### src/rtl/mbx_pkg.sv
package mbx_pkg;

    typedef enum logic [1:0] {
        ACC_IDLE  = 2'd0,
        ACC_READ  = 2'd1,
        ACC_WRITE = 2'd2
    } acc_kind_e;

    typedef struct packed {
        logic set;
        logic clr;
    } flag_req_t;

    function automatic acc_kind_e classify(input logic sel_n,
                                           input logic oe_n,
                                           input logic wr_n);
        acc_kind_e k;
        if (sel_n)
            k = ACC_IDLE;
        else if (!wr_n)
            k = ACC_WRITE;
        else if (!oe_n)
            k = ACC_READ;
        else
            k = ACC_IDLE;
        return k;
    endfunction

endpackage

### src/rtl/mbx_port_decode.sv
module mbx_port_decode
    import mbx_pkg::*;
#(
    parameter int ADDR_W   = 13,
    parameter int PORT_IDX = 0
) (
    input  logic              sel_n,
    input  logic              oe_n,
    input  logic              wr_n,
    input  logic [ADDR_W-1:0] addr,
    input  logic              busy_n,
    output logic              notify,
    output logic              ack
);
    localparam logic [ADDR_W-1:0] SLOT_HI = '1;
    localparam logic [ADDR_W-1:0] SLOT_LO = SLOT_HI - 1'b1;
    localparam logic [ADDR_W-1:0] OUT_SLOT = (PORT_IDX == 0) ? SLOT_HI : SLOT_LO;
    localparam logic [ADDR_W-1:0] IN_SLOT  = (PORT_IDX == 0) ? SLOT_LO : SLOT_HI;

    acc_kind_e kind;

    always_comb begin
        kind   = classify(sel_n, oe_n, wr_n);
        notify = (kind == ACC_WRITE) && (addr == OUT_SLOT) && busy_n;
        ack    = (kind == ACC_READ)  && (addr == IN_SLOT);
    end

    // a port never rings and acknowledges in the same cycle
    always_comb begin
        p_excl_r8: assert (!(notify && ack));
    end

endmodule

### src/rtl/mbx_flag.sv
module mbx_flag
    import mbx_pkg::*;
(
    input  logic      clk,
    input  logic      rst,
    input  flag_req_t req,
    output logic      irq_n
);
    logic pending;

    always_ff @(posedge clk) begin
        if (rst)
            pending <= 1'b0;
        else if (req.set)
            pending <= 1'b1;
        else if (req.clr)
            pending <= 1'b0;
    end

    assign irq_n = ~pending;

    p_set_r7: assert property (@(posedge clk) disable iff (rst)
        req.set |=> !irq_n);
    p_clear_r3: assert property (@(posedge clk) disable iff (rst)
        (req.clr && !req.set) |=> irq_n);
    p_hold_r9: assert property (@(posedge clk) disable iff (rst)
        (!req.set && !req.clr) |=> $stable(irq_n));

endmodule

### src/rtl/mbx_irq_unit.sv
module mbx_irq_unit
    import mbx_pkg::*;
#(
    parameter int ADDR_W = 13
) (
    input  logic              clk,
    input  logic              rst,
    input  logic              lf_sel_n,
    input  logic              lf_oe_n,
    input  logic              lf_wr_n,
    input  logic [ADDR_W-1:0] lf_addr,
    input  logic              lf_busy_n,
    input  logic              rt_sel_n,
    input  logic              rt_oe_n,
    input  logic              rt_wr_n,
    input  logic [ADDR_W-1:0] rt_addr,
    input  logic              rt_busy_n,
    output logic              lf_irq_n,
    output logic              rt_irq_n
);
    localparam int NPORT = 2;

    logic              sel_n_a  [NPORT];
    logic              oe_n_a   [NPORT];
    logic              wr_n_a   [NPORT];
    logic [ADDR_W-1:0] addr_a   [NPORT];
    logic              busy_n_a [NPORT];
    logic              notify_a [NPORT];
    logic              ack_a    [NPORT];
    logic              irq_n_a  [NPORT];

    assign sel_n_a[0]  = lf_sel_n;
    assign oe_n_a[0]   = lf_oe_n;
    assign wr_n_a[0]   = lf_wr_n;
    assign addr_a[0]   = lf_addr;
    assign busy_n_a[0] = lf_busy_n;
    assign sel_n_a[1]  = rt_sel_n;
    assign oe_n_a[1]   = rt_oe_n;
    assign wr_n_a[1]   = rt_wr_n;
    assign addr_a[1]   = rt_addr;
    assign busy_n_a[1] = rt_busy_n;

    for (genvar p = 0; p < NPORT; p++) begin : g_port
        flag_req_t req;

        mbx_port_decode #(.ADDR_W(ADDR_W), .PORT_IDX(p)) u_dec (
            .sel_n  (sel_n_a[p]),
            .oe_n   (oe_n_a[p]),
            .wr_n   (wr_n_a[p]),
            .addr   (addr_a[p]),
            .busy_n (busy_n_a[p]),
            .notify (notify_a[p]),
            .ack    (ack_a[p])
        );

        // flag p is rung by the opposite port, acknowledged by port p
        assign req.set = notify_a[NPORT-1-p];
        assign req.clr = ack_a[p];

        mbx_flag u_flag (
            .clk   (clk),
            .rst   (rst),
            .req   (req),
            .irq_n (irq_n_a[p])
        );
    end

    assign lf_irq_n = irq_n_a[0];
    assign rt_irq_n = irq_n_a[1];

    localparam logic [ADDR_W-1:0] TOP_A = '1;
    localparam logic [ADDR_W-1:0] NXT_A = TOP_A - 1'b1;

    p_reset_r1: assert property (@(posedge clk)
        rst |=> (lf_irq_n && rt_irq_n));
    p_ring_right_r2: assert property (@(posedge clk) disable iff (rst)
        (!lf_sel_n && !lf_wr_n && lf_busy_n && lf_addr == TOP_A) |=> !rt_irq_n);
    p_ring_left_r4: assert property (@(posedge clk) disable iff (rst)
        (!rt_sel_n && !rt_wr_n && rt_busy_n && rt_addr == NXT_A) |=> !lf_irq_n);
    p_ack_left_r5: assert property (@(posedge clk) disable iff (rst)
        (!lf_sel_n && !lf_oe_n && lf_wr_n && lf_addr == NXT_A && lf_irq_n == 1'b0
         && !(!rt_sel_n && !rt_wr_n && rt_busy_n && rt_addr == NXT_A)) |=> lf_irq_n);
    p_busy_block_r6: assert property (@(posedge clk) disable iff (rst)
        (!lf_busy_n && rt_irq_n) |=> rt_irq_n);
    p_busy_block_rt_r6: assert property (@(posedge clk) disable iff (rst)
        (!rt_busy_n && lf_irq_n) |=> lf_irq_n);

endmodule

### config.mk
export PLATFORM = sky130hd
export DESIGN_NAME = mbx_irq_unit
export DESIGN_NICKNAME = d
export VERILOG_FILES = /design/src/rtl/mbx_pkg.sv /design/src/rtl/mbx_port_decode.sv /design/src/rtl/mbx_flag.sv /design/src/rtl/mbx_irq_unit.sv
export SDC_FILE = /design/constraint.sdc
export NUM_CORES = 1
export LEC_CHECK = 0
export ABC_AREA = 1
export BUFFER_PORTS_ARGS = -buffer_cell sky130_fd_sc_hd__buf_2
export CAP_MARGIN = 20
export CORE_AREA = 2 2 39 41
export CTS_CLUSTER_SIZE = 14
export DETAILED_ROUTE_END_ITERATION = 6
export DIE_AREA = 0 0 41 43
export PLACE_DENSITY = 0.62
export SYNTH_ARGS = -nofsm -noshare
export SYNTH_HDL_FRONTEND = slang
export SYNTH_HIERARCHICAL = 1
export SYNTH_SLANG_ARGS = --single-unit
### constraint.sdc
create_clock -name clk -period 1.6 [get_ports clk]
set_clock_uncertainty 0.05 [all_clocks]
set_input_delay 0.08 -clock clk [delete_from_list [all_inputs] [get_ports clk]]
set_output_delay 0.08 -clock clk [all_outputs]
set_load 0.02 [all_outputs]
### After elaboration in Yosys (flattened, before gate mapping)

Index checks and enable logic that the tools add are counted.
W data, S select, Z words.

* add/subtract/negate cells: 0
* multipliers: 0
* div/mod/pow operators: 0
* order comparisons: 0
* equality and inequality tests: 8
* shift operators: 0
* mux-type cells: 10
* bitwise operators: 2
* reductions and logical operators: 8

Operators by type and width (count)
* $eq A13 B13 Y1 const B: 4
* $mux W2: 4
* $logic_and A1 B1 Y1: 6
* $mux W1: 6
* $eq A2 B1 Y1 const B: 2
* $eq A2 B2 Y1 const B: 2
* $reduce_bool A2 Y1: 2
* $not A1 Y1: 2

* bits in registers: 2
* bits in latches: 0
* memory bits (writable): 0
* bits in read-only memories: 0
* input bits: 36
* output and inout bits: 2
* memories: 0

### Depth between registers and ports, before layout

* word-level depth: 7
* gate-level depth with buffers: 8
* mapped depth without buffers: 8

### Modules after synthesis

The synthesis kept the hierarchy.

By module, submodules not included
* mbx_port_decode at g_port[1].u_dec: instances 1, cells each 25, area each 101.3 um2, sequential area each 0.0 um2
* mbx_port_decode at g_port[0].u_dec: instances 1, cells each 23, area each 100.1 um2, sequential area each 0.0 um2
* mbx_flag: instances 2, cells each 6, area each 43.8 um2, sequential area each 20.0 um2

### Worst setup path after synthesis

OpenSTA, ideal clock, no wires.

* kind: input port to flip-flop
* start point: input port lf_addr[4]
* end point: register g_port[0].u_flag.pending
* library setup time: 114 ps
* arrival: 521 ps
* data required time: 1436 ps
* path slack: 915 ps
* stages on the path: 7
* path buffers: 0
* cell sequence: nand2_1 -> nor2_2 -> nand3_1 -> nor2_1 -> inv_1 -> nand2_1 -> a21oi_2

RTL lines
* from (decl): RTL line mbx_irq_unit.sv:11 `input logic [ADDR_W-1:0] lf_addr,`
* to (signal assigned): RTL line mbx_flag.sv:13 `pending <= 1'b0;`
* to (signal assigned): RTL line mbx_flag.sv:15 `pending <= 1'b1;`
* to (signal assigned): RTL line mbx_flag.sv:17 `pending <= 1'b0;`
* to (decl): RTL line mbx_flag.sv:9 `logic pending;`

### Final worst setup path

* start point: register g_port[0].u_flag.pending
* end point: output port lf_irq_n

* cells in the longest elaborated chain, start to end: 1

RTL lines
* $not A1 Y1: RTL line mbx_flag.sv:20 `assign irq_n = ~pending;`
* to (decl): RTL line mbx_irq_unit.sv:18 `output logic lf_irq_n,`

No other way between the ends.

==> flow_summary.json <==
{
  "drt_iter0_drc": 4,
  "hold_violations": 0,
  "layout-drive-gt1-share": 0.4455,
  "sw_frac_of_total": 0.2363,
  "slew_headroom": 0.9157,
  "start_util": 0.2089,
  "synth_seq_cells": 2,
  "syn_to_final_growth_pct": 82.25,
  "route.detailed.drc": 0,
  "ir_drop_v": 0.0001926,
  "critPathMaxFanout": 2,
  "criticalPathCategory": "reg2out",
  "routed_wirelength_um": 722,
  "fin_tns_setup_ps": 0,
  "post-cts-setup-buffers": 0,
  "io_pins": 38,
  "grt.total_usage": 0.08918,
  "slew_viol_final": 0,
  "clock-sinks": 2,
  "crit_end": "lf_irq_n",
  "gp_congestion": 0.6089,
  "end_kind": "output port",
  "h-tree-depth": 1,
  "yosys.cell_types.count": 9,
  "layout_common_cells": "buf_2 (37), inv_1 (19), nand2_1 (17)",
  "power.net_switching_mw": 0.05358,
  "internal-power_mw": 0.1731,
  "rsz0062_at_grt": "false",
  "reg2reg_depth": 2,
  "core_area_mm2": 0.001384,
  "clock_path_buffers": 2,
  "clkPwrFrac": 0.481,
  "crit_path_start": "g_port[0].u_flag/pending",
  "clk-insertion-delay-late_ps": 220,
  "dp_hpwl_um": 680.1,
  "period_needed_ps": 858.8,
  "synthCells": 60,
  "worst_pin_slew_ps": 125.7,
  "power.total_mw": 0.2267,
  "n_fill_cell": 155,
  "total_leakage_power_nw": 0.3065,
  "finalSetupViolations": 0,
  "final_common_cell": "buf_2",
  "cts-root-buf": "clkbuf_4",
  "grt_pass1_vias": 372,
  "grt_max_degree": 3,
  "avgSynthCellArea_um2": 4.817,
  "min_delay_path_depth": 5,
  "cap_violations": 0,
  "synth_top_family_by_area": "simple AND/OR/NAND/NOR gates",
  "syn_area_um2": 289.0,
  "cp_data_arrival_time_ps": 730,
  "worstHoldStart": "rt_addr[12]",
  "cts_tree": "built",
  "worstSetupStartpointType": "flip-flop",
  "fin_crit_sh": 0.5368,
  "nets": 139,
  "dieArea_mm2": 0.001763,
  "r2r_slack_ps": 1010,
  "port_buffers": 37,
  "max_clock_freq_ghz": 1.164,
  "dieHeight_um": 43,
  "synthesis.nets": 96,
  "power-per-cell-area_mw_per_mm2": 430.4,
  "vias_per_cell": 3.803,
  "grt_antenna_before_repair": 0,
  "antenna_left": 0,
  "largest_register_ffs": 2,
  "comb_power_share": 0.297,
  "min_path_type": "in2reg",
  "drtPass1Iterations": 3,
  "synth-seq-area-share": 0.1385,
  "vias": 445,
  "yosys.area_share.simple": 0.5541,
  "synthMuxAreaShare": 0,
  "top_regs": "g_port.u_flag/pending: 2 flops",
  "clk_pin_slew_ps": 30,
  "wl_per_cell_um": 6.171,
  "synthXorXnorAreaFrac": 0,
  "status": "complete, no violations",
  "fp-row-count": 14,
  "antenna_cells": 0,
  "crit_required_ps": 1470,
  "numCtsBuffers": 3,
  "yosysWarnings": 6,
  "synth_fa_ha_area_frac": 0,
  "regMostFlops": "g_port.u_flag/pending",
  "grt_first_pass_wirelength_um": 1083,
  "fp.dieW_um": 41,
  "synth_compound_area_frac": 0.06061,
  "pwr-share-seq": 0.222,
  "rr_endpoint": "g_port[0].u_flag/pending",
  "gr-total-overflow": 0,
  "r2r_start": "g_port[0].u_flag/pending"
}
-- worst min path at each step --
stage,to,slack [ps]
2_1_floorplan,g_port[0].u_flag/pending,90
3_3_place_gp,g_port[0].u_flag/pending,220
3_5_place_dp,g_port[1].u_flag/pending,230
4_1_cts,g_port[0].u_flag/pending,200
5_1_grt,g_port[1].u_flag/pending,240
6_report,g_port[0].u_flag/pending,200
-- metal layers --
layer | vias to the layer above | track usage | wire length [um]
li1 | 255 | - | -
met1 | 167 | 0.07987 | 256
met2 | 23 | 0.1531 | 367
met3 | 0 | 0.01571 | 98
met4 | 0 | 0.08000 | 0
met5 | - | 0 | 0
-- kinds of logic after synthesis --
family	count (synthesis)
AOI/OAI and AO/OA	2
and+or+nand+nor	37
DFF	2
buffers and inverters	19
-- critical path, cell delays in order (launching register included) --
cell and delay [ps]:
dfxtp_1 320, inv_1 40, buf_2 150
-- stage by stage --
step	utilization	cells	instance area, um^2	hold slack (ps)	setup slack, ps
4_1_cts	0.3807	117	526.8	198.1	728.6
2_1_floorplan	-	60	289.0	92.44	915.2
3_5_place_dp	0.3571	113	494.2	225.4	764.4
6_report	0.3807	117	526.8	201.3	741.2
3_3_place_gp	0.3571	113	494.2	221.7	760.1
5_1_grt	0.3807	117	526.8	241.8	709.9
-- what timing repair did --
action,4_1_cts,5_1_grt
endpoints found under the hold margin,2,0
gates resized for setup,0,0
hold buffers,1,0
-- cell type report --
type | instances | area [um^2] | share of cell area
multi-input combinational | 39 | 177.7 | 0.3373
sequential | 2 | 40.04 | 0.07601
tap | 16 | 20.02 | 0.03800
inverter | 19 | 71.32 | 0.1354
clock buffer | 3 | 22.52 | 0.04276
timing repair buffer | 38 | 195.2 | 0.3705
-- power by group through the flow --
stage               Clock, mW  Sequential, mW  Combinational, mW
floorplan                   0          0.0509             0.0207
global placement            0          0.0509             0.0644
detailed placement          0          0.0509             0.0662
CTS                     0.117          0.0503             0.0683
global route            0.120          0.0502             0.0773
finish                  0.109          0.0503             0.0673
-- synthesized netlist by cell type --
library cell / count / area [um^2]
nor3_2: 1 / 10.01
nor2_2: 2 / 12.51
nand4_1: 2 / 12.51
nand2_1: 17 / 63.81
nor2_1: 11 / 41.29
dfxtp_1: 2 / 40.04
inv_1: 19 / 71.32
nand3_1: 4 / 20.02
a21oi_2: 2 / 17.52
Note: power is estimated with default switching activity, not from simulation.
